**src/rtl/ttc_pkg.sv**
```systemverilog
package ttc_pkg;
  parameter int unsigned TIME_W = 16;
  parameter int unsigned CYC_W  = 6;
  parameter int unsigned N_MARK = 6;
  // compare bank layout: transmit marks, then reference slot, then watch
  localparam int unsigned SLOT_IDX  = N_MARK;
  localparam int unsigned WATCH_IDX = N_MARK + 1;
  localparam int unsigned N_CMP     = N_MARK + 2;
endpackage

```
**src/rtl/ttc_rst_sync.sv**
```systemverilog
module ttc_rst_sync (
  input  logic clk,
  input  logic rst_n,
  output logic rst_n_sync
);
  logic [1:0] sync_q;

  always_ff @(posedge clk or negedge rst_n) begin
    if (!rst_n) sync_q <= 2'b00;
    else        sync_q <= {sync_q[0], 1'b1};
  end

  assign rst_n_sync = sync_q[1];
endmodule

```
**src/rtl/ttc_ref_tracker.sv**
```systemverilog
module ttc_ref_tracker #(
  parameter int unsigned TW = 16,
  parameter int unsigned CW = 6
) (
  input  logic          clk,
  input  logic          rst_n,
  input  logic [TW-1:0] local_time,
  input  logic          sof_evt,
  input  logic          rx_ok_evt,
  input  logic          rx_is_ref,
  input  logic [CW-1:0] rx_cycle,
  output logic [TW-1:0] ref_mark,
  output logic [CW-1:0] cycle_cnt,
  output logic          ref_seen,
  output logic          accept
);
  logic [TW-1:0] stamp_q, stamp_d;
  logic [TW-1:0] mark_q, mark_d;
  logic [CW-1:0] cnt_q, cnt_d;
  logic          seen_q, seen_d;

  assign accept = rx_ok_evt && rx_is_ref;

  always_comb begin
    stamp_d = stamp_q;
    mark_d  = mark_q;
    cnt_d   = cnt_q;
    seen_d  = seen_q;
    if (sof_evt) stamp_d = local_time;
    if (accept) begin
      mark_d = stamp_q;
      cnt_d  = rx_cycle;
      seen_d = 1'b1;
    end
  end

  always_ff @(posedge clk or negedge rst_n) begin
    if (!rst_n) begin
      stamp_q <= '0;
      mark_q  <= '0;
      cnt_q   <= '0;
      seen_q  <= 1'b0;
    end else begin
      stamp_q <= stamp_d;
      mark_q  <= mark_d;
      cnt_q   <= cnt_d;
      seen_q  <= seen_d;
    end
  end

  assign ref_mark  = mark_q;
  assign cycle_cnt = cnt_q;
  assign ref_seen  = seen_q;


  cnt_load_chk: assert property (@(posedge clk) disable iff (!rst_n)
    accept |=> (cycle_cnt == $past(rx_cycle)));


  ref_hold_chk: assert property (@(posedge clk) disable iff (!rst_n)
    !accept |=> ($stable(ref_mark) && $stable(cycle_cnt)));


  seen_sticky_chk: assert property (@(posedge clk) disable iff (!rst_n)
    ref_seen |=> ref_seen);
endmodule

```
**src/rtl/ttc_cmp_bank.sv**
```systemverilog
module ttc_cmp_bank #(
  parameter int unsigned TW = 16,
  parameter int unsigned N  = 8
) (
  input  logic                 clk,
  input  logic                 rst_n,
  input  logic [TW-1:0]        cycle_time,
  input  logic [N-1:0][TW-1:0] marks,
  input  logic [N-1:0]         en,
  output logic [N-1:0]         trig
);
  for (genvar i = 0; i < N; i++) begin : g_slot
    logic hit, hit_q, trig_q, trig_d;

    always_comb begin
      hit    = en[i] && (cycle_time == marks[i]);
      trig_d = hit && !hit_q;
    end

    always_ff @(posedge clk or negedge rst_n) begin
      if (!rst_n) begin
        hit_q  <= 1'b0;
        trig_q <= 1'b0;
      end else begin
        hit_q  <= hit;
        trig_q <= trig_d;
      end
    end

    assign trig[i] = trig_q;


    trig_pulse_chk: assert property (@(posedge clk) disable iff (!rst_n)
      trig[i] |=> !trig[i]);
  end
endmodule

```
**src/rtl/ttc_watch_ctrl.sv**
```systemverilog
module ttc_watch_ctrl (
  input  logic clk,
  input  logic rst_n,
  input  logic accept,
  input  logic rx_gap,
  input  logic slot_trig,
  input  logic watch_hit,
  input  logic err_clr,
  output logic gap_irq,
  output logic stop_tx,
  output logic wt_err
);
  logic irq_q, irq_d;
  logic pend_q, pend_d;
  logic stop_q, stop_d;
  logic err_q, err_d;

  always_comb begin
    irq_d  = accept && rx_gap;
    pend_d = accept ? rx_gap : pend_q;
    if (accept)                 stop_d = 1'b0;
    else if (pend_q && slot_trig) stop_d = 1'b1;
    else                        stop_d = stop_q;
    if (watch_hit)    err_d = 1'b1;
    else if (err_clr) err_d = 1'b0;
    else              err_d = err_q;
  end

  always_ff @(posedge clk or negedge rst_n) begin
    if (!rst_n) begin
      irq_q  <= 1'b0;
      pend_q <= 1'b0;
      stop_q <= 1'b0;
      err_q  <= 1'b0;
    end else begin
      irq_q  <= irq_d;
      pend_q <= pend_d;
      stop_q <= stop_d;
      err_q  <= err_d;
    end
  end

  assign gap_irq = irq_q;
  assign stop_tx = stop_q;
  assign wt_err  = err_q;


  err_src_chk: assert property (@(posedge clk) disable iff (!rst_n)
    $rose(wt_err) |-> $past(watch_hit));


  stop_src_chk: assert property (@(posedge clk) disable iff (!rst_n)
    $rose(stop_tx) |-> $past(slot_trig && pend_q));


  stop_clear_chk: assert property (@(posedge clk) disable iff (!rst_n)
    accept |=> !stop_tx);
endmodule

```
**src/rtl/ttc_slave_sync.sv**
```systemverilog
module ttc_slave_sync
  import ttc_pkg::*;
#(
  parameter int unsigned TW = TIME_W,
  parameter int unsigned CW = CYC_W,
  parameter int unsigned NM = N_MARK
) (
  input  logic                  clk,
  input  logic                  rst_n,
  input  logic [TW-1:0]         local_time,
  input  logic                  sof_evt,
  input  logic                  rx_ok_evt,
  input  logic                  rx_is_ref,
  input  logic [CW-1:0]         rx_cycle,
  input  logic                  rx_gap,
  input  logic [NM-1:0][TW-1:0] tmark,
  input  logic [TW-1:0]         ref_slot_mark,
  input  logic [TW-1:0]         init_watch_mark,
  input  logic [TW-1:0]         watch_mark,
  input  logic                  wt_err_clr,
  output logic [TW-1:0]         ref_mark,
  output logic [TW-1:0]         cycle_time,
  output logic [CW-1:0]         cycle_cnt,
  output logic                  ref_seen,
  output logic [NM-1:0]         tmark_trig,
  output logic                  ref_slot_trig,
  output logic                  init_watch_en,
  output logic                  watch_en,
  output logic                  watch_trig,
  output logic                  wt_err,
  output logic                  gap_irq,
  output logic                  stop_tx
);
  localparam int unsigned NC   = NM + 2;
  localparam int unsigned SLOT = NM;
  localparam int unsigned WTCH = NM + 1;

  logic                  rst_n_s;
  logic                  accept;
  logic [NC-1:0][TW-1:0] cmp_marks;
  logic [NC-1:0]         cmp_en;
  logic [NC-1:0]         cmp_trig;

  ttc_rst_sync u_rst (
    .clk        (clk),
    .rst_n      (rst_n),
    .rst_n_sync (rst_n_s)
  );

  ttc_ref_tracker #(.TW(TW), .CW(CW)) u_trk (
    .clk        (clk),
    .rst_n      (rst_n_s),
    .local_time (local_time),
    .sof_evt    (sof_evt),
    .rx_ok_evt  (rx_ok_evt),
    .rx_is_ref  (rx_is_ref),
    .rx_cycle   (rx_cycle),
    .ref_mark   (ref_mark),
    .cycle_cnt  (cycle_cnt),
    .ref_seen   (ref_seen),
    .accept     (accept)
  );

  assign cycle_time    = local_time - ref_mark;
  assign init_watch_en = !ref_seen;
  assign watch_en      = ref_seen;

  always_comb begin
    for (int i = 0; i < NM; i++) begin
      cmp_marks[i] = tmark[i];
      cmp_en[i]    = ref_seen;
    end
    cmp_marks[SLOT] = ref_slot_mark;
    cmp_en[SLOT]    = ref_seen;
    cmp_marks[WTCH] = watch_en ? watch_mark : init_watch_mark;
    cmp_en[WTCH]    = 1'b1;
  end

  ttc_cmp_bank #(.TW(TW), .N(NC)) u_cmp (
    .clk        (clk),
    .rst_n      (rst_n_s),
    .cycle_time (cycle_time),
    .marks      (cmp_marks),
    .en         (cmp_en),
    .trig       (cmp_trig)
  );

  assign tmark_trig    = cmp_trig[NM-1:0];
  assign ref_slot_trig = cmp_trig[SLOT];
  assign watch_trig    = cmp_trig[WTCH];

  ttc_watch_ctrl u_wdg (
    .clk       (clk),
    .rst_n     (rst_n_s),
    .accept    (accept),
    .rx_gap    (rx_gap),
    .slot_trig (ref_slot_trig),
    .watch_hit (watch_trig),
    .err_clr   (wt_err_clr),
    .gap_irq   (gap_irq),
    .stop_tx   (stop_tx),
    .wt_err    (wt_err)
  );


  sync_gate_chk: assert property (@(posedge clk) disable iff (!rst_n_s)
    !ref_seen |=> (tmark_trig == '0) && !ref_slot_trig);


  watch_sel_chk: assert property (@(posedge clk) disable iff (!rst_n_s)
    $rose(watch_en) |-> $past(rx_ok_evt && rx_is_ref));
endmodule

```
**config.mk**
```make
export PLATFORM = sky130hd
export DESIGN_NAME = ttc_slave_sync
export DESIGN_NICKNAME = d
export VERILOG_FILES = /design/src/rtl/ttc_pkg.sv /design/src/rtl/ttc_rst_sync.sv /design/src/rtl/ttc_ref_tracker.sv /design/src/rtl/ttc_cmp_bank.sv /design/src/rtl/ttc_watch_ctrl.sv /design/src/rtl/ttc_slave_sync.sv
export SDC_FILE = /design/constraint.sdc
export NUM_CORES = 1
export LEC_CHECK = 0
export BUFFER_PORTS_ARGS = -buffer_cell sky130_fd_sc_hd__buf_2
export CORE_MARGIN = 2
export CORE_UTILIZATION = 25
export CTS_CLUSTER_SIZE = 8
export DETAILED_ROUTE_END_ITERATION = 6
export GPL_TIMING_DRIVEN = 0
export SKIP_LAST_GASP = 1
export SYNTH_ARGS = -nofsm -noshare
export SYNTH_HDL_FRONTEND = slang
export SYNTH_SLANG_ARGS = --single-unit
```
**constraint.sdc**
```tcl
create_clock -name clk -period 2.3 [get_ports clk]
set_input_delay 0.115 -clock clk [delete_from_list [all_inputs] [get_ports clk]]
set_output_delay 0.115 -clock clk [all_outputs]
set_load 0.005 [all_outputs]
```
Yosys cells after proc, flatten, opt, wreduce, memory -nomap -nowiden. Cells that the tools add are included.

Flip-flop bits (word level): 61. Input bits: 173. Output and inout port bits: 52. Word-level logic and storage cells: 68.

$add $sub $neg: 1. Equality and inequality tests: 8. Muxes and demuxes: 5. Reductions and logical operators: 29.

Operators by type and width (number): 16-bit equality test (8); 1-bit logical AND (18); 16-bit two-way mux (1); 16-bit subtractor (1); 1-bit zero test (9); 1-bit two-way mux (4); 2-bit nonzero test (2).

Longest topological paths before layout.
Depth after elaboration: 4. Depth in mapped cells: 15. Mapped depth without buffers: 13.

By module. Synthesis repeated with hierarchy kept, for this count alone.

Cells, all modules: 471. Area total of the unflattened synthesis: 4954.8 um2.

Modules (own cells, without submodules): ttc_cmp_bank (instances 1, cells each 231, area an instance 2165.8 um2); ttc_ref_tracker (instances 1, cells each 84, area an instance 1532.7 um2); ttc_slave_sync (instances 1, cells each 143, area an instance 1059.8 um2); ttc_watch_ctrl (instances 1, cells each 10, area an instance 142.6 um2); ttc_rst_sync (instances 1, cells each 3, area an instance 53.8 um2).

Least setup slack after synthesis. OpenSTA, ideal clock, no wires.

Path type: register to register. Start point: register u_trk.mark_q[0] (netlist: u_trk.ref_mark[0]). End point: register u_cmp.g_slot[2].trig_q. Library setup time: 0.095 ns. Data arrival time: 3.161 ns. Data required time: 2.205 ns. Slack: -0.956 ns. Stages on the path, launching flop included: 12. Buffers on the path: 0. Cells stage by stage: dfrtp_1 -> ha_1 -> inv_1 -> fa_1 -> xor2_2 -> xor2_1 -> a21oi_1 -> nand4_1 -> or4b_2 -> a2111oi_0 -> nand4_1 -> nor4b_2.

Longest elaborated chain between the ends: 4.

Ends and longest elaborated chain: from (decl) (RTL line ttc_ref_tracker.sv:18) `logic [TW-1:0] mark_q, mark_d;`; from (signal assigned) (RTL line ttc_ref_tracker.sv:45) `mark_q <= mark_d;`; 16-bit subtractor (RTL line ttc_slave_sync.sv:64) `assign cycle_time = local_time - ref_mark;`; via cycle_time[2] (RTL line ttc_slave_sync.sv:22) `output logic [TW-1:0] cycle_time,`; 16-bit equality test (RTL line ttc_cmp_bank.sv:16) `hit = en[i] && (cycle_time == marks[i]);`; 1-bit logical AND (RTL line ttc_cmp_bank.sv:16); 1-bit logical AND (RTL line ttc_cmp_bank.sv:17) `trig_d = hit && !hit_q;`; via u_cmp.g_slot[2].trig_d (RTL line ttc_cmp_bank.sv:13) `logic hit, hit_q, trig_q, trig_d;`; to (signal assigned) (RTL line ttc_cmp_bank.sv:26) `trig_q <= trig_d;`; to (decl) (RTL line ttc_cmp_bank.sv:13).

The timed path passes the listed nets, and every way through them passes these cells. A chain may end at the register's enable or synchronous reset.

Worst setup path after layout.
Start point: register u_trk.mark_q[0] (netlist: u_trk.ref_mark[0]). End point: register u_cmp.g_slot[3].trig_q.

Longest elaborated chain between the ends: 4.

Ends and longest elaborated chain (RTL line): 16-bit subtractor (ttc_slave_sync.sv:64); 16-bit equality test (ttc_cmp_bank.sv:16); 1-bit logical AND (ttc_cmp_bank.sv:16); 1-bit logical AND (ttc_cmp_bank.sv:17); via u_cmp.g_slot[3].trig_d (ttc_cmp_bank.sv:13); to (signal assigned) (ttc_cmp_bank.sv:26); to (decl) (ttc_cmp_bank.sv:13).

The timed path passes the listed nets, and every way through them passes these cells.

==> summary.md <==
| Metric | Value |
|---|---|
| Status | `finished, violations left` |
| Failing checks | `negative setup slack` |
| DRC viols | `0` |
| CTS tree | `built` |
| Buffers on Ports | `about 220` |
| Clock Tree Root | `clkbuf_16` |
| Post-synthesis sequential area ratio | `around a quarter` |
| Max_slew headroom | `approximately 45%` |
| Peak supply drop | `between 0.0004 and 0.0005 V` |
| Die H | `between 150 and 200 um` |
| Fin area | `9380 um^2` |
| Synth Warn # | `0` |
| Worst stage delay on the critical path | `0.38 ns` |
| Most crowded layer after global routing | `met2` |
| Synth Register Bits | `slightly above 60` |
| Dpl hpwl | `roughly 20000 um` |
| Slew Limit Fails | `0` |
| Worst Setup Start Kind | `flip-flop` |
| Post-synth ARST share | `100%` |
| Endpoints failing setup | `28` |
| GRT met1 Usage | `between 20 and 25%` |
| Least-Margin Pin Slew | `0.825 ns` |
| Fin cells | `1305` |
| Fill cells | `2454` |
| Finished Core Util | `38.6%` |
| Largest net degree at the start of global routing | `60` |
| R2r setup slk | `-1.03 ns` |
| Most common cell after layout, fill and taps aside | `buf_2` |
| Vias/cell | `5.02` |
| Synth cell types | `79` |
| Final ANT Viol Nets | `0` |
| MaxCap Viol Count | `0` |
| CP Capture Type | `flip-flop` |
| Cell Pwr Density | `920 nW/um^2` |
| Die Width | `roughly 160 um` |
| Initial drt markers | `between 500 and 600` |
| Mapped cell area | `slightly above 6000 um^2` |
| Clock Skew | `0.00959 ns` |
| Final WL | `25900 um` |
| HP Class | `primary input to flip-flop` |
| CP Cell Sequence | `ha_1 > inv_1 > fa_2 > a21o_1 > a221o_1 > buf_6 > a221oi_4 > xnor2_4 > buf_6 > buf_6 > xnor2_4 > and4b_1 > nand4_1 > nor4_2` |
| Gr usage total | `19.0%` |
| Mapped Cells | `680` |
| Pre-Repair DR Iteration Count | `5` |
| I/O pin total | `225` |
| Syn_nets | `between 800 and 900` |
| R2R depth | `14` |
| Placed inst area | `7780 um^2` |
| Post-synth EDFFs | `0` |
| Worst setup margin | `-1.03 ns` |
| Clk slew on worst S/H paths | `~0.060 ns` |
| Crit path DAT | `3.57 ns` |
| Fmax | `~0.3 GHz` |
| H-tree lvl count | `3` |
| Required time of the critical path | `2.54 ns` |
| Final layout net count | `1165` |
| Routed via count | `~6600` |
| Met2 Use GR | `31.4%` |
| Grt met3 use | `4.42%` |
| Post-DR wirelength/cell | `19.8 um` |
| Ys flop type | `dfrtp_1` |
| RSZ-0062 raised after global routing | `true` |
| Final Power | `8630 uW` |
| Capture point of the critical path | `u_cmp.g_slot[3].trig_q$_DFF_PN0_` |
| Routability cong. | `0.900` |
| Launch point of the worst path | `u_trk.ref_mark[0]$_DFFE_PN0P_` |
| Starting Density | `about a quarter` |
| Die area | `between 20000 and 30000 um^2` |
| Setup slack after placement | `-2.03 ns` |
| Syn Area/Cell | `about 9.1 um^2` |
| Final hold viol count | `0` |
| Vias in the first global route | `6282` |
| CTS Buffer Depth | `2` |
| Core footprint | `24300 um^2` |
| Layout area overhead | `51.4%` |
| Worst skew pair latency | `around 0.33 ns` |
| Global route overflow | `0` |
| Row count | `57` |
| First-pass GRT wire length | `37500 um` |
| RR Startpoint | `u_trk.ref_mark[0]$_DFFE_PN0P_` |
| Most frequent cells in the layout | `buf_2, xnor2_1, dfrtp_1` |
| Reg-to-Reg End | `u_cmp.g_slot[3].trig_q$_DFF_PN0_` |
| Register area | `1530 um^2` |
| CP most frequent cell | `buf_6` |
| Placed Cells | `between 1000 and 1500` |
| CTS Buf Count | `9` |
| Crit path max-delay cell type | `a221oi_4` |
| Ratio of cells with drive above 1 in the final layout | `47.7%` |
| Area of the multi-input gates | `5000 um^2` |
| Pleak | `0.00424 uW` |
| Kind of critical path | `flip-flop to flip-flop` |
| Clk sink count | `61` |
| Initial antenna violation count | `4` |
| Worst-path maximum fanout | `7` |
| Min cycle time layout | `3.33 ns` |
| Final period utilization | `145%` |
-- Yosys cell counts (4+ instances only) --
cell,n,share of area [%]
a2111oi_0,7,0.99
a211o_1,4,0.57
a211oi_1,14,1.7
a21o_1,11,1.3
a21oi_1,34,2.7
a221oi_1,6,0.85
a31oi_1,4,0.40
and3_1,8,0.81
buf_1,7,0.42
buf_2,12,0.97
buf_4,7,0.85
clkbuf_1,19,1.2
dfrtp_1,61,25
ha_1,16,3.2
inv_1,28,1.7
mux2_2,39,7.1
mux2i_1,18,2.9
nand2_1,29,1.8
nand2b_1,4,0.40
nand3_1,16,1.3
nand4_1,20,2.0
nor2_1,41,2.5
nor2b_1,6,0.61
nor3_1,20,1.6
nor3b_1,4,0.48
nor4_1,7,0.71
o2111ai_1,8,1.1
o211ai_1,4,0.48
o21a_1,5,0.61
o21ai_0,17,1.4
xnor2_1,88,12
xnor3_1,11,4.0
xor2_1,32,4.5
-- flip-flops by register name, summed over array words and instances, names as in the netlist, 2 cells and up --
name                 count
u_rst.sync_q             2
u_trk.cycle_cnt          6
u_trk.ref_mark          16
u_cmp.g_slot.trig_q      8
u_trk.stamp_q           16
u_cmp.g_slot.hit_q       8
-- worst min-delay path by stage --
stage,start,endpoint,slack [ns],cells past startpoint
6_report,rx_cycle[4],u_trk.cycle_cnt[4]$_DFFE_PN0P_,0.01,2
3_3_place_gp,rst_n,u_rst.sync_q[0]$_DFF_PN0_,-0.1,1
5_1_grt,rx_cycle[4],u_trk.cycle_cnt[4]$_DFFE_PN0P_,0.008,2
3_5_place_dp,rst_n,u_rst.sync_q[0]$_DFF_PN0_,-0.1,1
4_1_cts,rx_cycle[4],u_trk.cycle_cnt[4]$_DFFE_PN0P_,0.002,2
2_1_floorplan,rst_n,u_rst.sync_q[0]$_DFF_PN0_,-0.18,0
-- where the power goes --
part / leakage [uW] / switching (uW) / internal, uW
clock: 0.000142 / 536 / 871
combinational: 0.00334 / 3090 / 2880
sequential: 0.000755 / 82.0 / 1180
-- metal layers --
layer / share of wire (%) / wire [um]
met5: 0.11 / 28
met3: 7.9 / 2050
met4: 2.1 / 540
met1: 42 / 10900
met2: 48 / 12400
-- what timing repair did --
item                                    in CTS  in global routing
endpoints found under the hold margin        7                  0
endpoints found under the setup margin      29                 29
setup buffers                               28                 35
pin swaps                                   18                 43
resized for setup                           69                105
hold buffers                                 7                  0
-- per-stage QoR --
stage                     hold WS [ns]  setup TNS [ns]
after floorplan                 -0.181           -9.90
after global placement         -0.0984          -57.78
after detailed placement       -0.0963          -26.10
after CTS                      0.00150          -21.44
after global routing           0.00849          -23.17
final                           0.0102          -18.91
-- kinds of logic (layout without fill, tap and decap cells) --
group | Yosys count | after routing | synth area share [%]
AO/OA/AOI/OAI | 155 | 155 | 18.6
XOR/XNOR | 135 | 135 | 22.0
adder cells (fa/ha/maj) | 17 | 17 | 3.55
buffers and inverters | 76 | 376 | 5.53
flip-flops | 61 | 61 | 24.6
multiplexers | 59 | 59 | 10.7
other | 1 | 2 | 0.0605
AND/OR/NAND/NOR | 176 | 176 | 14.9
-- critical path, delay by kind of cell (launching register included) --
kind,cells,cell delay [ns]
fa+ha+maj,2,0.48
buf+inv,4,0.48
compound gates,3,0.89
simple gates,3,0.69
xor+xnor,2,0.33
flops,1,0.35
-- final cells by class --
type	count	area share, %
multi-input cells	543	53.3
diodes	1	0.0267
repair buffers	291	18.5
inverters	28	1.15
clock buffers	11	2.59
clock inverters	5	0.627
well taps	324	4.32
flip-flops and latches	61	16.3
plain buffers	41	3.23
(Power assumes the default switching activity.)
